--- src/rtl/qps_pkg.sv ---
package qps_pkg;
    typedef enum logic [1:0] {
        PH_Q1 = 2'd0,
        PH_Q2 = 2'd1,
        PH_Q3 = 2'd2,
        PH_Q4 = 2'd3
    } qphase_e;

    localparam int PHASE_CNT = 4;

    typedef struct packed {
        qphase_e ph;
    } phase_state_t;
endpackage

--- src/rtl/qps_phase_gen.sv ---
module qps_phase_gen
    import qps_pkg::*;
(
    input  logic                 clk,
    input  logic                 rst_n,
    output logic [PHASE_CNT-1:0] phase_oh,
    output logic                 last_o,
    output logic                 clk_out
);
    phase_state_t st_d, st_q;

    always_comb begin
        st_d    = st_q;
        st_d.ph = qphase_e'(st_q.ph + 2'd1);
    end

    always_ff @(posedge clk) begin
        if (!rst_n) st_q.ph <= PH_Q1;
        else        st_q    <= st_d;
    end

    for (genvar g = 0; g < PHASE_CNT; g++) begin : g_oh
        assign phase_oh[g] = (st_q.ph == qphase_e'(g));
    end

    assign last_o  = (st_q.ph == PH_Q4);
    assign clk_out = ~st_q.ph[1];


    phase_onehot_chk: assert property (@(posedge clk) disable iff (!rst_n)
        $countones(phase_oh) == 1);

    phase_rotate_chk: assert property (@(posedge clk) disable iff (!rst_n)
        phase_oh[3] |=> phase_oh[0]);

    clk_out_chk: assert property (@(posedge clk) disable iff (!rst_n)
        clk_out == (phase_oh[0] | phase_oh[1]));
endmodule

--- src/rtl/qps_fetch.sv ---
module qps_fetch #(
    parameter int               ADDR_W  = 9,
    parameter int               INSTR_W = 12,
    parameter logic [INSTR_W-1:0] NOP_WORD = '0
) (
    input  logic               clk,
    input  logic               rst_n,
    input  logic               last_i,
    input  logic [INSTR_W-1:0] imem_data,
    input  logic               br_req,
    input  logic [ADDR_W-1:0]  br_target,
    output logic [ADDR_W-1:0]  pc_o,
    output logic [INSTR_W-1:0] ir_o,
    output logic               valid_o,
    output logic               flush_o
);
    localparam logic [ADDR_W-1:0] PC_STEP = ADDR_W'(1);

    typedef struct packed {
        logic [ADDR_W-1:0]  pc;
        logic [INSTR_W-1:0] ir;
        logic               valid;
        logic               flush;
    } fetch_state_t;

    fetch_state_t st_d, st_q;
    logic         take_br;

    always_comb begin
        st_d    = st_q;
        take_br = last_i && br_req && st_q.valid;
        if (last_i) begin
            if (take_br) begin
                st_d.pc    = br_target;
                st_d.ir    = NOP_WORD;
                st_d.valid = 1'b0;
                st_d.flush = 1'b1;
            end else begin
                st_d.pc    = st_q.pc + PC_STEP;
                st_d.ir    = imem_data;
                st_d.valid = 1'b1;
                st_d.flush = 1'b0;
            end
        end
    end

    always_ff @(posedge clk) begin
        if (!rst_n) begin
            st_q.pc    <= '0;
            st_q.ir    <= NOP_WORD;
            st_q.valid <= 1'b0;
            st_q.flush <= 1'b0;
        end else begin
            st_q <= st_d;
        end
    end

    assign pc_o    = st_q.pc;
    assign ir_o    = st_q.ir;
    assign valid_o = st_q.valid;
    assign flush_o = st_q.flush;


    addr_stable_chk: assert property (@(posedge clk) disable iff (!rst_n)
        !last_i |=> $stable(pc_o));

    ir_hold_chk: assert property (@(posedge clk) disable iff (!rst_n)
        !last_i |=> $stable(ir_o));

    branch_load_chk: assert property (@(posedge clk) disable iff (!rst_n)
        (last_i && br_req && valid_o) |=> (pc_o == $past(br_target)) && flush_o);

    flush_nop_chk: assert property (@(posedge clk) disable iff (!rst_n)
        flush_o |-> (ir_o == NOP_WORD) && !valid_o);
endmodule

--- src/rtl/qps_strobe.sv ---
module qps_strobe
    import qps_pkg::*;
(
    input  logic                 clk,
    input  logic                 rst_n,
    input  logic [PHASE_CNT-1:0] phase_oh,
    input  logic                 valid_i,
    input  logic                 flush_i,
    output logic                 dm_rd,
    output logic                 dm_wr
);
    always_comb begin
        dm_rd = valid_i && phase_oh[int'(PH_Q2)];
        dm_wr = valid_i && phase_oh[int'(PH_Q4)];
    end


    rd_phase_chk: assert property (@(posedge clk) disable iff (!rst_n)
        dm_rd |-> phase_oh == 4'b0010);

    wr_phase_chk: assert property (@(posedge clk) disable iff (!rst_n)
        dm_wr |-> phase_oh == 4'b1000);

    flush_quiet_chk: assert property (@(posedge clk) disable iff (!rst_n)
        flush_i |-> !dm_rd && !dm_wr);
endmodule

--- src/rtl/qphase_sequencer.sv ---
module qphase_sequencer
    import qps_pkg::*;
#(
    parameter int                 ADDR_W   = 9,
    parameter int                 INSTR_W  = 12,
    parameter logic [INSTR_W-1:0] NOP_WORD = '0
) (
    input  logic               clk,
    input  logic               rst_n,
    output logic [ADDR_W-1:0]  imem_addr,
    input  logic [INSTR_W-1:0] imem_data,
    input  logic               br_req,
    input  logic [ADDR_W-1:0]  br_target,
    output logic [3:0]         phase,
    output logic               dm_rd,
    output logic               dm_wr,
    output logic               clk_out,
    output logic               flush,
    output logic [INSTR_W-1:0] ir_out
);
    logic [PHASE_CNT-1:0] phase_oh;
    logic                 last_ph;
    logic                 exec_valid;

    qps_phase_gen u_phase (
        .clk      (clk),
        .rst_n    (rst_n),
        .phase_oh (phase_oh),
        .last_o   (last_ph),
        .clk_out  (clk_out)
    );

    qps_fetch #(
        .ADDR_W   (ADDR_W),
        .INSTR_W  (INSTR_W),
        .NOP_WORD (NOP_WORD)
    ) u_fetch (
        .clk       (clk),
        .rst_n     (rst_n),
        .last_i    (last_ph),
        .imem_data (imem_data),
        .br_req    (br_req),
        .br_target (br_target),
        .pc_o      (imem_addr),
        .ir_o      (ir_out),
        .valid_o   (exec_valid),
        .flush_o   (flush)
    );

    qps_strobe u_strobe (
        .clk      (clk),
        .rst_n    (rst_n),
        .phase_oh (phase_oh),
        .valid_i  (exec_valid),
        .flush_i  (flush),
        .dm_rd    (dm_rd),
        .dm_wr    (dm_wr)
    );

    assign phase = phase_oh;
endmodule

--- config.mk ---
export PLATFORM = sky130hd
export DESIGN_NAME = qphase_sequencer
export DESIGN_NICKNAME = d
export VERILOG_FILES = /design/src/rtl/qps_pkg.sv /design/src/rtl/qps_phase_gen.sv /design/src/rtl/qps_fetch.sv /design/src/rtl/qps_strobe.sv /design/src/rtl/qphase_sequencer.sv
export SDC_FILE = /design/constraint.sdc
export NUM_CORES = 1
export LEC_CHECK = 0
export BUFFER_PORTS_ARGS = -buffer_cell sky130_fd_sc_hd__buf_2
export CORE_MARGIN = 2
export CORE_UTILIZATION = 44
export CTS_BUF_LIST = sky130_fd_sc_hd__clkbuf_2 sky130_fd_sc_hd__clkbuf_4 sky130_fd_sc_hd__clkbuf_8
export DETAILED_ROUTE_END_ITERATION = 10
export PLACE_DENSITY = 0.78
export SYNTH_ARGS = -nofsm -noshare
export SYNTH_HDL_FRONTEND = slang
export SYNTH_HIERARCHICAL = 1
export SYNTH_SLANG_ARGS = --single-unit
--- constraint.sdc ---
create_clock -name clk -period 1.4 [get_ports clk]
set_input_delay 0.14 -clock clk [delete_from_list [all_inputs] [get_ports clk]]
set_output_delay 0.14 -clock clk [all_outputs]
set_load 0.02 [all_outputs]
==> impl_metrics.csv <==
group,metric,value,unit
outcome,status,"finished with violations",
outcome,violations,"setup timing",
yosys,synth_top_area_share,40.9,%
setup_path,critPathKind,"reg2reg",
setup_path,cp.required,1670,ps
clock_network,cts_sinks,25,
drt,drtIter0Drc,47,
clock_network,worstSkewPairLatency,320,ps
sta,slew_headroom,71.7,%
power,powerDensity,797,nW/um^2
sta,setup_violations,1,
global_routing,grt_overflow,0,
place,dp_hpwl,2.16,mm
power,p_leak,0.746,nW
die,initial_utilization,45.6,%
flow_run,cap_violations,0,
yosys,syn_nets,174,
setup_path,rrSetupSlack,-10,ps
sta,fin_crit_sh,101,%
yosys,ys_seq_area_share,40.9,%
setup_path,cp_cell_sequence,"ha_4, inv_2, or3_1, o31ai_2, o21a_1",
sta,slew_viol_final,0,
hold_path,hold_path.class,"in2reg",
yosys,synth_common_cells,"dfxtp_1, nand2_1, nand3_1",
yosys,synthDistinctLibCells,34,
global_routing,grtUsageTotal,20.1,%
drt,post_drt_wl_per_cell,13.7,um
global_routing,grt_antenna_before_repair,0,
setup_path,crit_family,"simple AND/OR/NAND/NOR gates",
setup_path,crit_path_max_fanout,3,
drt,firstDrtPassIters,4,
setup_path,cp.arrival,1680,ps
die,die-height,56.7,um
yosys,synth_edf_count,0,
yosys,yosys.area.top_type,"dfxtp_1",
setup_path,crit_path_end_kind,"flop",
layout,n_antenna_cell,0,
global_routing,grt_start_max_net_pins,27,
place,port_buffers,52,
clock_network,cts_tree,"yes",
clock_network,path_clk_slew,140,ps
die,dieArea,3220,um^2
die,floorplan.rows,19,
drt,viasPerCell,5.43,
place,place_congestion,0.855,
yosys,synth-main-ff-cell,"dfxtp_1",
clock_network,h-tree-depth,1,
yosys,ys_async_sr_fraction,0,%
yosys,avgSynthCellArea,8.44,um^2
drt,wirelength,3.23,mm
clock_network,root_buffer,"clkbuf_4",
clock_network,clock_path_buffers,2,
yosys,synth.area.top_cells,"dfxtp_1, nand3_1, nand2_1",
die,dieWidth,56.7,um
power,p_total,1.35,mW
yosys,synth-warning-count,6,
sta,rsz0062_at_grt,"true",
sta,final.setup_skew,11.9,ps
setup_path,critical_path.slowest_cell,"or3_1",
layout,area_growth,38.1,%
drt,via_count,1282,
yosys,synth_area,1220,um^2
global_routing,grt_pass1_wl,5.18,mm
layout,drive_gt1_share,39.0,%
clock_network,cts_buffers,3,
power,ir_drop,691,uV
setup_path,slowest_delay,410,ps
die,core_area,2690,um^2
yosys,synth_seq_cells,25,
sta,tns,-10.8,ps
sta,max_freq,709,MHz
setup_path,timing.critical_path.buf_inv,1,
setup_path,worstSetupStartpointType,"flop",
sta,post-route-min-period,1410,ps
drt,drc,0,
drt,ant_nets,0,
layout,n_fill_cell,242,
yosys,postSynthCellCount,145,
sta,hold_viol_final,0,
die,ioPinCount,53,
layout,finalNetCount,235,
sta,setup_ws,-10.8,ps
sta,worstMarginPinSlew,424,ps
global_routing,grt_pass1_vias,1150,
==> timing repair <==
action,CTS,global route
pin swaps,2,1
cloned,1,0
setup endpoints to repair,4,6
hold buffers,0,0
buffers inserted,1,2
gates resized for setup,11,2
==> power by group <==
| part | total (mW) | internal (mW) | leakage (nW) | switching [mW] |
|---|---|---|---|---|
| Combinational | 0.267 | 0.122 | 0.524 | 0.144 |
| Sequential | 0.757 | 0.738 | 0.204 | 0.0195 |
| Clock | 0.323 | 0.107 | 0.0177 | 0.216 |
| Total | 1.35 | 0.967 | 0.746 | 0.380 |
==> metal layers <==
metal / up-vias / track usage, % / share of wire [%]
met5: - / 0 / 0
met4: 0 / 6.64 / 1.4
met3: 6 / 3.23 / 7.0
met2: 52 / 34.7 / 49
met1: 594 / 25.3 / 42
li1: 630 / - / -
==> final timing paths <==
kind	startpoint	endpoint	depth (start not counted)
setup reg to reg	u_phase/st_q[0]$_SDFF_PN0_	u_fetch/pc_o[5]$_SDFFE_PN0P_	5
hold reg to reg	u_fetch/ir_o[9]$_SDFFE_PN0P_	u_fetch/ir_o[9]$_SDFFE_PN0P_	2
setup / recovery	u_phase/st_q[0]$_SDFF_PN0_	u_fetch/pc_o[5]$_SDFFE_PN0P_	5
hold / removal	imem_data[2]	u_fetch/ir_o[2]$_SDFFE_PN0P_	3
==> metrics by stage <==
| step | cell area [um^2] | hold WS [ps] | util (%) | setup slack, ps | cells |
|---|---|---|---|---|---|
| after floorplan | 1230 | 262 | - | 15.4 | 145 |
| after global routing | 1690 | 81.4 | 62.9 | -44.0 | 236 |
| after detailed placement | 1560 | 430 | 58.2 | 13.0 | 228 |
| after CTS | 1670 | 64.0 | 62.1 | 10.7 | 234 |
| final | 1690 | 75.0 | 62.9 | -10.8 | 236 |
| after global placement | 1560 | 419 | 58.2 | 66.2 | 228 |
==> kinds of logic (layout without fill, tap and decap cells) <==
logic type,Yosys count,count (layout),share of synthesized area [%]
adders and majority gates,5,5,5.11
buffers and inverters,15,75,5.32
xor gates and xnor gates,2,2,1.43
muxes,1,1,0.818
DFF,25,25,40.9
AOI/OAI and AO/OA,39,39,22.8
and+or+nand+nor,58,58,23.6
==> tightest hold or removal path: cells and delay by family <==
| kind | cells | cell delay (ps) |
|---|---|---|
| buffers and inverters | 1 | 90 |
| AND/OR/NAND/NOR | 1 | 70 |
| AO/OA/AOI/OAI | 1 | 70 |
==> final cells by class <==
class                           instances  area [um^2]  share of cell area, %
Inverter                                6         22.5                   1.33
Clock buffer                            3         22.5                   1.33
Multi-Input combinational cell        105          683                   40.4
Tap cell                               31         38.8                   2.29
Timing Repair Buffer                   65          412                   24.4
Sequential cell                        25          507                   30.0
Clock inverter                          1         5.00                  0.296
==> flip-flops by register name, indices dropped and copies added, names as in the netlist <==
register         count
u_phase/st_q         2
u_fetch/valid_o      1
u_fetch/pc_o         9
u_fetch/ir_o        12
u_fetch/flush_o      1
==> cells in the final DEF, fill, tap and decap left out, drive strengths merged, types with 2 or more instances in the layout <==
| master | Yosys | routed |
|---|---|---|
| o211a | 2 | 2 |
| dfxtp | 25 | 25 |
| nand3 | 19 | 19 |
| and2 | 5 | 5 |
| nand4 | 2 | 2 |
| a21oi | 2 | 2 |
| a21boi | 15 | 15 |
| o21ai | 8 | 8 |
| clkbuf | 3 | 3 |
| o31ai | 3 | 3 |
| nand2 | 25 | 25 |
| ha | 5 | 5 |
| buf | 6 | 64 |
| nor2b | 3 | 3 |
| o22ai | 2 | 2 |
| xnor2 | 2 | 2 |
| inv | 6 | 6 |
| o211ai | 2 | 2 |
No activity file was read; power rests on OpenSTA's default activity.
